### src/rtl/pf_pkg.sv
package pf_pkg;
    typedef enum logic [2:0] {
        F_OFF,
        F_IDLE,
        F_REQ,
        F_WAIT,
        F_DROP
    } fetch_state_t;
endpackage

### src/rtl/pf_req_ctl.sv
module pf_req_ctl
    import pf_pkg::*;
#(
    parameter int ADDR_W     = 32,
    parameter int LINE_BYTES = 16,
    localparam int OFF_W     = $clog2(LINE_BYTES),
    localparam int LIDX_W    = ADDR_W - OFF_W
) (
    input  logic              clk,
    input  logic              rst_n,
    input  logic              redir,
    input  logic [LIDX_W-1:0] redir_line,
    input  logic              req_ready,
    input  logic              resp_valid,
    input  logic              head,
    input  logic [1:0]        bvalid,
    output logic              req_valid,
    output logic [ADDR_W-1:0] req_addr,
    output logic              fill,
    output logic              fill_sel
);
    fetch_state_t state_q, state_d;
    logic [LIDX_W-1:0] line_q;
    logic              tgt_q;
    logic              space;

    assign space = !(bvalid[0] && bvalid[1]);

    always_comb begin
        state_d = state_q;
        unique case (state_q)
            F_OFF:  if (redir) state_d = F_IDLE;
            F_IDLE: if (!redir && space) state_d = F_REQ;
            F_REQ:
                if (redir)          state_d = req_ready ? F_DROP : F_IDLE;
                else if (req_ready) state_d = F_WAIT;
            F_WAIT:
                if (redir)           state_d = resp_valid ? F_IDLE : F_DROP;
                else if (resp_valid) state_d = F_IDLE;
            F_DROP: if (resp_valid) state_d = F_IDLE;
            default: state_d = F_OFF;
        endcase
    end

    always_ff @(posedge clk) begin
        if (!rst_n) begin
            state_q <= F_OFF;
            line_q  <= '0;
            tgt_q   <= 1'b0;
        end else begin
            state_q <= state_d;
            if (redir)
                line_q <= redir_line;
            else if (state_q == F_REQ && req_ready)
                line_q <= line_q + 1'b1;
            if (state_q == F_IDLE && state_d == F_REQ)
                tgt_q <= bvalid[head] ? ~head : head;
        end
    end

    always_comb begin
        req_valid = (state_q == F_REQ);
        req_addr  = {line_q, {OFF_W{1'b0}}};
        fill      = (state_q == F_WAIT) && resp_valid && !redir;
        fill_sel  = tgt_q;
    end

    // a pending request holds until taken or redirected
    p_req_stable_r3: assert property (@(posedge clk) disable iff (!rst_n)
        (req_valid && !req_ready && !redir) |=> (req_valid && $stable(req_addr)));
    // nothing is written in the cycle after a redirect
    p_no_fill_after_redir_r8: assert property (@(posedge clk) disable iff (!rst_n)
        redir |=> !fill);
    // a request is only presented while a buffer slot is free
    p_req_has_space_r7: assert property (@(posedge clk) disable iff (!rst_n)
        req_valid |-> (bvalid != 2'b11));
endmodule

### src/rtl/pf_buf_pair.sv
module pf_buf_pair #(
    parameter int LINE_BYTES = 16,
    parameter int WIN_BYTES  = 4,
    localparam int OFF_W     = $clog2(LINE_BYTES),
    localparam int CNT_W     = $clog2(WIN_BYTES + 1),
    localparam int LINE_W    = 8 * LINE_BYTES
) (
    input  logic                   clk,
    input  logic                   rst_n,
    input  logic                   redir,
    input  logic [OFF_W-1:0]       redir_off,
    input  logic                   fill,
    input  logic                   fill_sel,
    input  logic [LINE_W-1:0]      fill_data,
    input  logic [CNT_W-1:0]       consume,
    output logic                   head,
    output logic [1:0]             bvalid,
    output logic [8*WIN_BYTES-1:0] win_data,
    output logic [CNT_W-1:0]       win_count
);
    localparam logic [OFF_W+1:0] LB = (OFF_W + 2)'(LINE_BYTES);
    localparam logic [OFF_W+1:0] WB = (OFF_W + 2)'(WIN_BYTES);

    logic [LINE_W-1:0] line_q [2];
    logic [OFF_W-1:0]  rd_off;
    logic [OFF_W:0]    off_sum;
    logic [OFF_W+1:0]  head_left, total;

    always_comb begin
        for (int i = 0; i < WIN_BYTES; i++) begin
            logic [OFF_W:0] idx;
            idx = {1'b0, rd_off} + (OFF_W + 1)'(i);
            win_data[i*8 +: 8] = line_q[idx[OFF_W] ^ head][idx[OFF_W-1:0]*8 +: 8];
        end
    end

    always_comb begin
        head_left = bvalid[head] ? (LB - (OFF_W + 2)'(rd_off)) : '0;
        total     = head_left + ((bvalid[head] && bvalid[~head]) ? LB : '0);
        win_count = (total > WB) ? CNT_W'(WIN_BYTES) : CNT_W'(total);
        off_sum   = {1'b0, rd_off} + (OFF_W + 1)'(consume);
    end

    always_ff @(posedge clk) begin
        if (fill) line_q[fill_sel] <= fill_data;
    end

    always_ff @(posedge clk) begin
        if (!rst_n) begin
            bvalid <= 2'b00;
            head   <= 1'b0;
            rd_off <= '0;
        end else if (redir) begin
            bvalid <= 2'b00;
            rd_off <= redir_off;
        end else begin
            if (fill) bvalid[fill_sel] <= 1'b1;
            if (bvalid[head]) begin
                rd_off <= off_sum[OFF_W-1:0];
                if (off_sum[OFF_W]) begin
                    bvalid[head] <= 1'b0;
                    head         <= ~head;
                end
            end
        end
    end

    // decoder never takes more than is shown
    p_consume_bound_r6: assert property (@(posedge clk) disable iff (!rst_n)
        consume <= win_count);
    // nothing shown while both buffers are empty
    p_empty_zero_r6: assert property (@(posedge clk) disable iff (!rst_n)
        (bvalid == 2'b00) |-> (win_count == '0));
    // a refill only lands in an empty slot
    p_fill_free_r7: assert property (@(posedge clk) disable iff (!rst_n)
        fill |-> !bvalid[fill_sel]);
    // a redirect leaves both buffers empty
    p_redir_clear_r2: assert property (@(posedge clk) disable iff (!rst_n)
        redir |=> (bvalid == 2'b00));
endmodule

### src/rtl/pf_fetch_unit.sv
module pf_fetch_unit #(
    parameter int ADDR_W     = 32,
    parameter int LINE_BYTES = 16,
    parameter int WIN_BYTES  = 4,
    localparam int OFF_W     = $clog2(LINE_BYTES),
    localparam int CNT_W     = $clog2(WIN_BYTES + 1),
    localparam int LINE_W    = 8 * LINE_BYTES
) (
    input  logic                   clk,
    input  logic                   rst_n,
    input  logic                   redir_valid,
    input  logic [ADDR_W-1:0]      redir_addr,
    output logic                   mem_req_valid,
    output logic [ADDR_W-1:0]      mem_req_addr,
    input  logic                   mem_req_ready,
    input  logic                   mem_resp_valid,
    input  logic [LINE_W-1:0]      mem_resp_data,
    output logic [8*WIN_BYTES-1:0] win_data,
    output logic [CNT_W-1:0]       win_count,
    input  logic [CNT_W-1:0]       consume
);
    logic       head, fill, fill_sel;
    logic [1:0] bvalid;

    pf_req_ctl #(.ADDR_W(ADDR_W), .LINE_BYTES(LINE_BYTES)) u_ctl (
        .clk        (clk),
        .rst_n      (rst_n),
        .redir      (redir_valid),
        .redir_line (redir_addr[ADDR_W-1:OFF_W]),
        .req_ready  (mem_req_ready),
        .resp_valid (mem_resp_valid),
        .head       (head),
        .bvalid     (bvalid),
        .req_valid  (mem_req_valid),
        .req_addr   (mem_req_addr),
        .fill       (fill),
        .fill_sel   (fill_sel)
    );

    pf_buf_pair #(.LINE_BYTES(LINE_BYTES), .WIN_BYTES(WIN_BYTES)) u_bufs (
        .clk       (clk),
        .rst_n     (rst_n),
        .redir     (redir_valid),
        .redir_off (redir_addr[OFF_W-1:0]),
        .fill      (fill),
        .fill_sel  (fill_sel),
        .fill_data (mem_resp_data),
        .consume   (consume),
        .head      (head),
        .bvalid    (bvalid),
        .win_data  (win_data),
        .win_count (win_count)
    );
endmodule

### config.mk
export PLATFORM = sky130hd
export DESIGN_NAME = pf_fetch_unit
export DESIGN_NICKNAME = d
export VERILOG_FILES = /design/src/rtl/pf_pkg.sv /design/src/rtl/pf_req_ctl.sv /design/src/rtl/pf_buf_pair.sv /design/src/rtl/pf_fetch_unit.sv
export SDC_FILE = /design/constraint.sdc
export NUM_CORES = 1
export LEC_CHECK = 0
export CAP_MARGIN = 20
export CORE_ASPECT_RATIO = 1.25
export CORE_MARGIN = 1
export CORE_UTILIZATION = 31
export CTS_CLUSTER_DIAMETER = 50
export DETAILED_ROUTE_END_ITERATION = 10
export DONT_BUFFER_PORTS = 1
export GPL_TIMING_DRIVEN = 0
export PLACE_DENSITY_LB_ADDON = 0.3
export SETUP_SLACK_MARGIN = 0.02
export SYNTH_ARGS = -nofsm -noshare
export SYNTH_HDL_FRONTEND = slang
export SYNTH_SLANG_ARGS = --single-unit
### constraint.sdc
create_clock -name clk -period 7.75 [get_ports clk]
set_clock_uncertainty 0.2 [all_clocks]
set_input_delay 0.3875 -clock clk [delete_from_list [all_inputs] [get_ports clk]]
set_output_delay 0.3875 -clock clk [all_outputs]
set_load 0.02 [all_outputs]
==> flow_metrics.tcl <==
set metrics [dict create \
    status "finished with violations" \
    failed_checks "negative setup slack" \
    post-place-ws_ps 310 \
    endpoint_kind "output port" \
    insertion_delay_ps 560 \
    startpoint_type "flip-flop" \
    wl_um 103000 \
    post-dp-hpwl_um 77100 \
    gp_congestion 1.09 \
    dr.pass1.iters 6 \
    io_pins 236 \
    initial_core_util 0.314 \
    cts_buffer_depth 3 \
    synthDistinctLibCells 73 \
    cts_tree "done" \
    track_usage 0.321 \
    hold_viol_final 0 \
    cts-root-buf "clkbuf_16" \
    h-tree-depth 2 \
    mostFrequentLayoutCells "256 x edfxtp_1, 214 x nand2_1, 163 x mux2i_1, 163 x dlygate4sd3_1, 126 x a21oi_1" \
    yosysWarnings 0 \
    grt_pass1_wl_um 141000 \
    vdd_ir_drop_max_mv 0.166 \
    synth_top_family_by_area "multiplexers" \
    post-route-drc-count 0 \
    area_growth_syn_to_layout_pct 22.0 \
    rows 102 \
    grt_pass1_vias 17575 \
    avgSynthCellArea_um2 11.4 \
    synth_fa_ha_area_frac 0.00683 \
    layout_setup_ws_ps -148 \
    port_buffers 0 \
    synth-compound-area-share 0.145 \
    arrival_ps 7310 \
    cp_slowest_cell "a2111oi_0" \
    grt_overflow_total 0 \
    cts_buffers 36 \
    synthXorXnorAreaFrac 0.0222 \
    ant_nets 0 \
    worstPathCellList "buf_4, buf_2, clkinv_1, clkbuf_1, clkbuf_1, ha_1, inv_1, clkbuf_1, nand2_1, clkbuf_2, a21oi_1, a2111oi_0, o22ai_1" \
    timing.max_cap.violations 0 \
    layout.nets 2112 \
    synth_seq_cells 296 \
    wl_per_cell_um 37.0 \
    powerDensity_nw_per_um2 183 \
    clock_sinks 296 \
    fmax_mhz 127 \
    netlist_instances 1710 \
    yosys-mux-area-fraction 0.235 \
    drive_above_1_share 0.160 \
    dieArea_um2 63600 \
    critical-path-max-stage-delay_ps 1060 \
    cp_max_fo 10 \
    finalSetupViolCount 7 \
    slew_viol_final 0 \
    max-slew-margin-rel 0.134 \
    post-route-period-util 1.02 \
    antenna_found_initial 5 \
    rsz0062_at_grt "true" \
    synthArstFlopShare 0 \
    min_path_type "input pin to flip-flop" \
    setup_tns_ps -583 \
    path_common_cell "clkbuf_1" \
    die_h_um 282 \
    synth_edf_count 256 \
    vias 18126 \
    final_common_cell "edfxtp_1" \
    post-route-min-period_ps 7900 \
    grt_start_max_net_pins 32 \
    vias_per_cell 6.48 \
    p_total_mw 4.34 \
    syn_area_um2 19400 \
    crit_type "flip-flop to output port" \
    ys_seq_area_frac 0.437 \
    post-cts-setup-buffers 0 \
    core_area_um2 61900 \
    critical_path_required_ps 7160 \
    clk_pin_slew_ps 60 \
    yosys.area_share.simple 0.112 \
    die_x_um 226 \
    p_leak_nw 7.59 \
    ys.flop_type "edfxtp_1" \
    worst_pin_slew_ps 1290 \
    drtIter0Drc 2285 \
]
-- registers in the layout, summed over array words and instances (netlist names), named ones only --
| name | count |
|---|---|
| u_bufs.line_q | 256 |
| u_ctl.line_q | 28 |
| u_bufs.rd_off | 4 |
| u_ctl.state_q | 3 |
| u_bufs.bvalid | 2 |
| u_bufs.head | 1 |
| u_ctl.fill_sel | 1 |
-- through the flow --
step | cell area (um2) | hold WS, ps | std cells | util
2_1_floorplan | 19400 | 286 | 1713 | -
4_1_cts | 23600 | 3.36 | 2790 | 0.382
3_3_place_gp | 20500 | 286 | 2545 | 0.331
3_5_place_dp | 20800 | 286 | 2562 | 0.335
5_1_grt | 23700 | 44.1 | 2793 | 0.382
6_report | 23700 | 22.2 | 2798 | 0.383
-- routing by layer --
| metal | up-vias | part of all wire | global-route usage |
|---|---|---|---|
| li1 | 7249 | - | - |
| met4 | 4 | 0.083 | 0.229 |
| met2 | 1488 | 0.45 | 0.501 |
| met3 | 409 | 0.11 | 0.0932 |
| met1 | 8976 | 0.36 | 0.377 |
| met5 | - | 0.00022 | 0 |
-- critical path: cells and delay by family (launching register included) --
| kind | cells | cell delay [ps] |
|---|---|---|
| buffers and inverters | 8 | 3170 |
| AOI/OAI and AO/OA | 3 | 1690 |
| and+or+nand+nor | 1 | 720 |
| DFF | 1 | 420 |
| adders and majority gates | 1 | 700 |
-- synthesized netlist by cell type, drive strengths merged, types with 27 or more instances --
cell    count  area share
clkbuf     71       0.014
nand3      94       0.024
o22ai      41       0.013
mux2       33       0.019
mux4      114        0.13
o21ai      54       0.014
dfxtp      40       0.041
nand2     214       0.041
mux2i     163       0.084
nor2       39      0.0077
buf        80       0.024
edfxtp    256        0.40
a21oi     126       0.032
a221oi     27       0.012
xnor2      27       0.015
-- what timing repair did --
item                                   in CTS  in global routing
hold buffers                              163                  0
endpoints found under the hold margin     294                  0
resized for setup                           5                  6
setup endpoints to repair                  10                 12
-- area by class of cell --
type | count | area (um2)
fill | 6014 | 38200
multi-input combinational | 1252 | 10200
sequential | 296 | 8490
timing repair buffer | 183 | 1920
tap | 832 | 1040
clock buffer | 40 | 916
buffer | 151 | 737
clock inverter | 25 | 313
inverter | 14 | 66.3
antenna | 5 | 12.5
-- logic make-up after synthesis --
| logic type | after synthesis |
|---|---|
| other | 1 |
| adders and majority gates | 10 |
| muxes | 310 |
| xor gates and xnor gates | 42 |
| buffers and inverters | 165 |
| AOI/OAI and AO/OA | 419 |
| and+or+nand+nor | 467 |
| DFF | 296 |
-- final timing paths --
check | from | end | slack, ps | cells after the start
worst max-delay path | u_bufs.rd_off[0] | win_data[25] | -150 | 13
worst min-delay path | mem_resp_valid | u_ctl.state_q[2] | 20 | 4
worst max register to register | u_bufs.rd_off[0] | u_bufs.rd_off[0] | 3360 | 9
worst min register to register | u_bufs.bvalid[0] | u_bufs.bvalid[0] | 350 | 2
-- power by group --
part           leakage [nW]  internal (mW)  total, mW  switching, mW
Combinational          4.37          0.258      0.826          0.568
Sequential             2.63           1.74       1.77         0.0307
Clock                 0.599           1.02       1.74          0.724
Total                  7.59           3.02       4.34           1.32
Power figures use the tool's default switching activity.
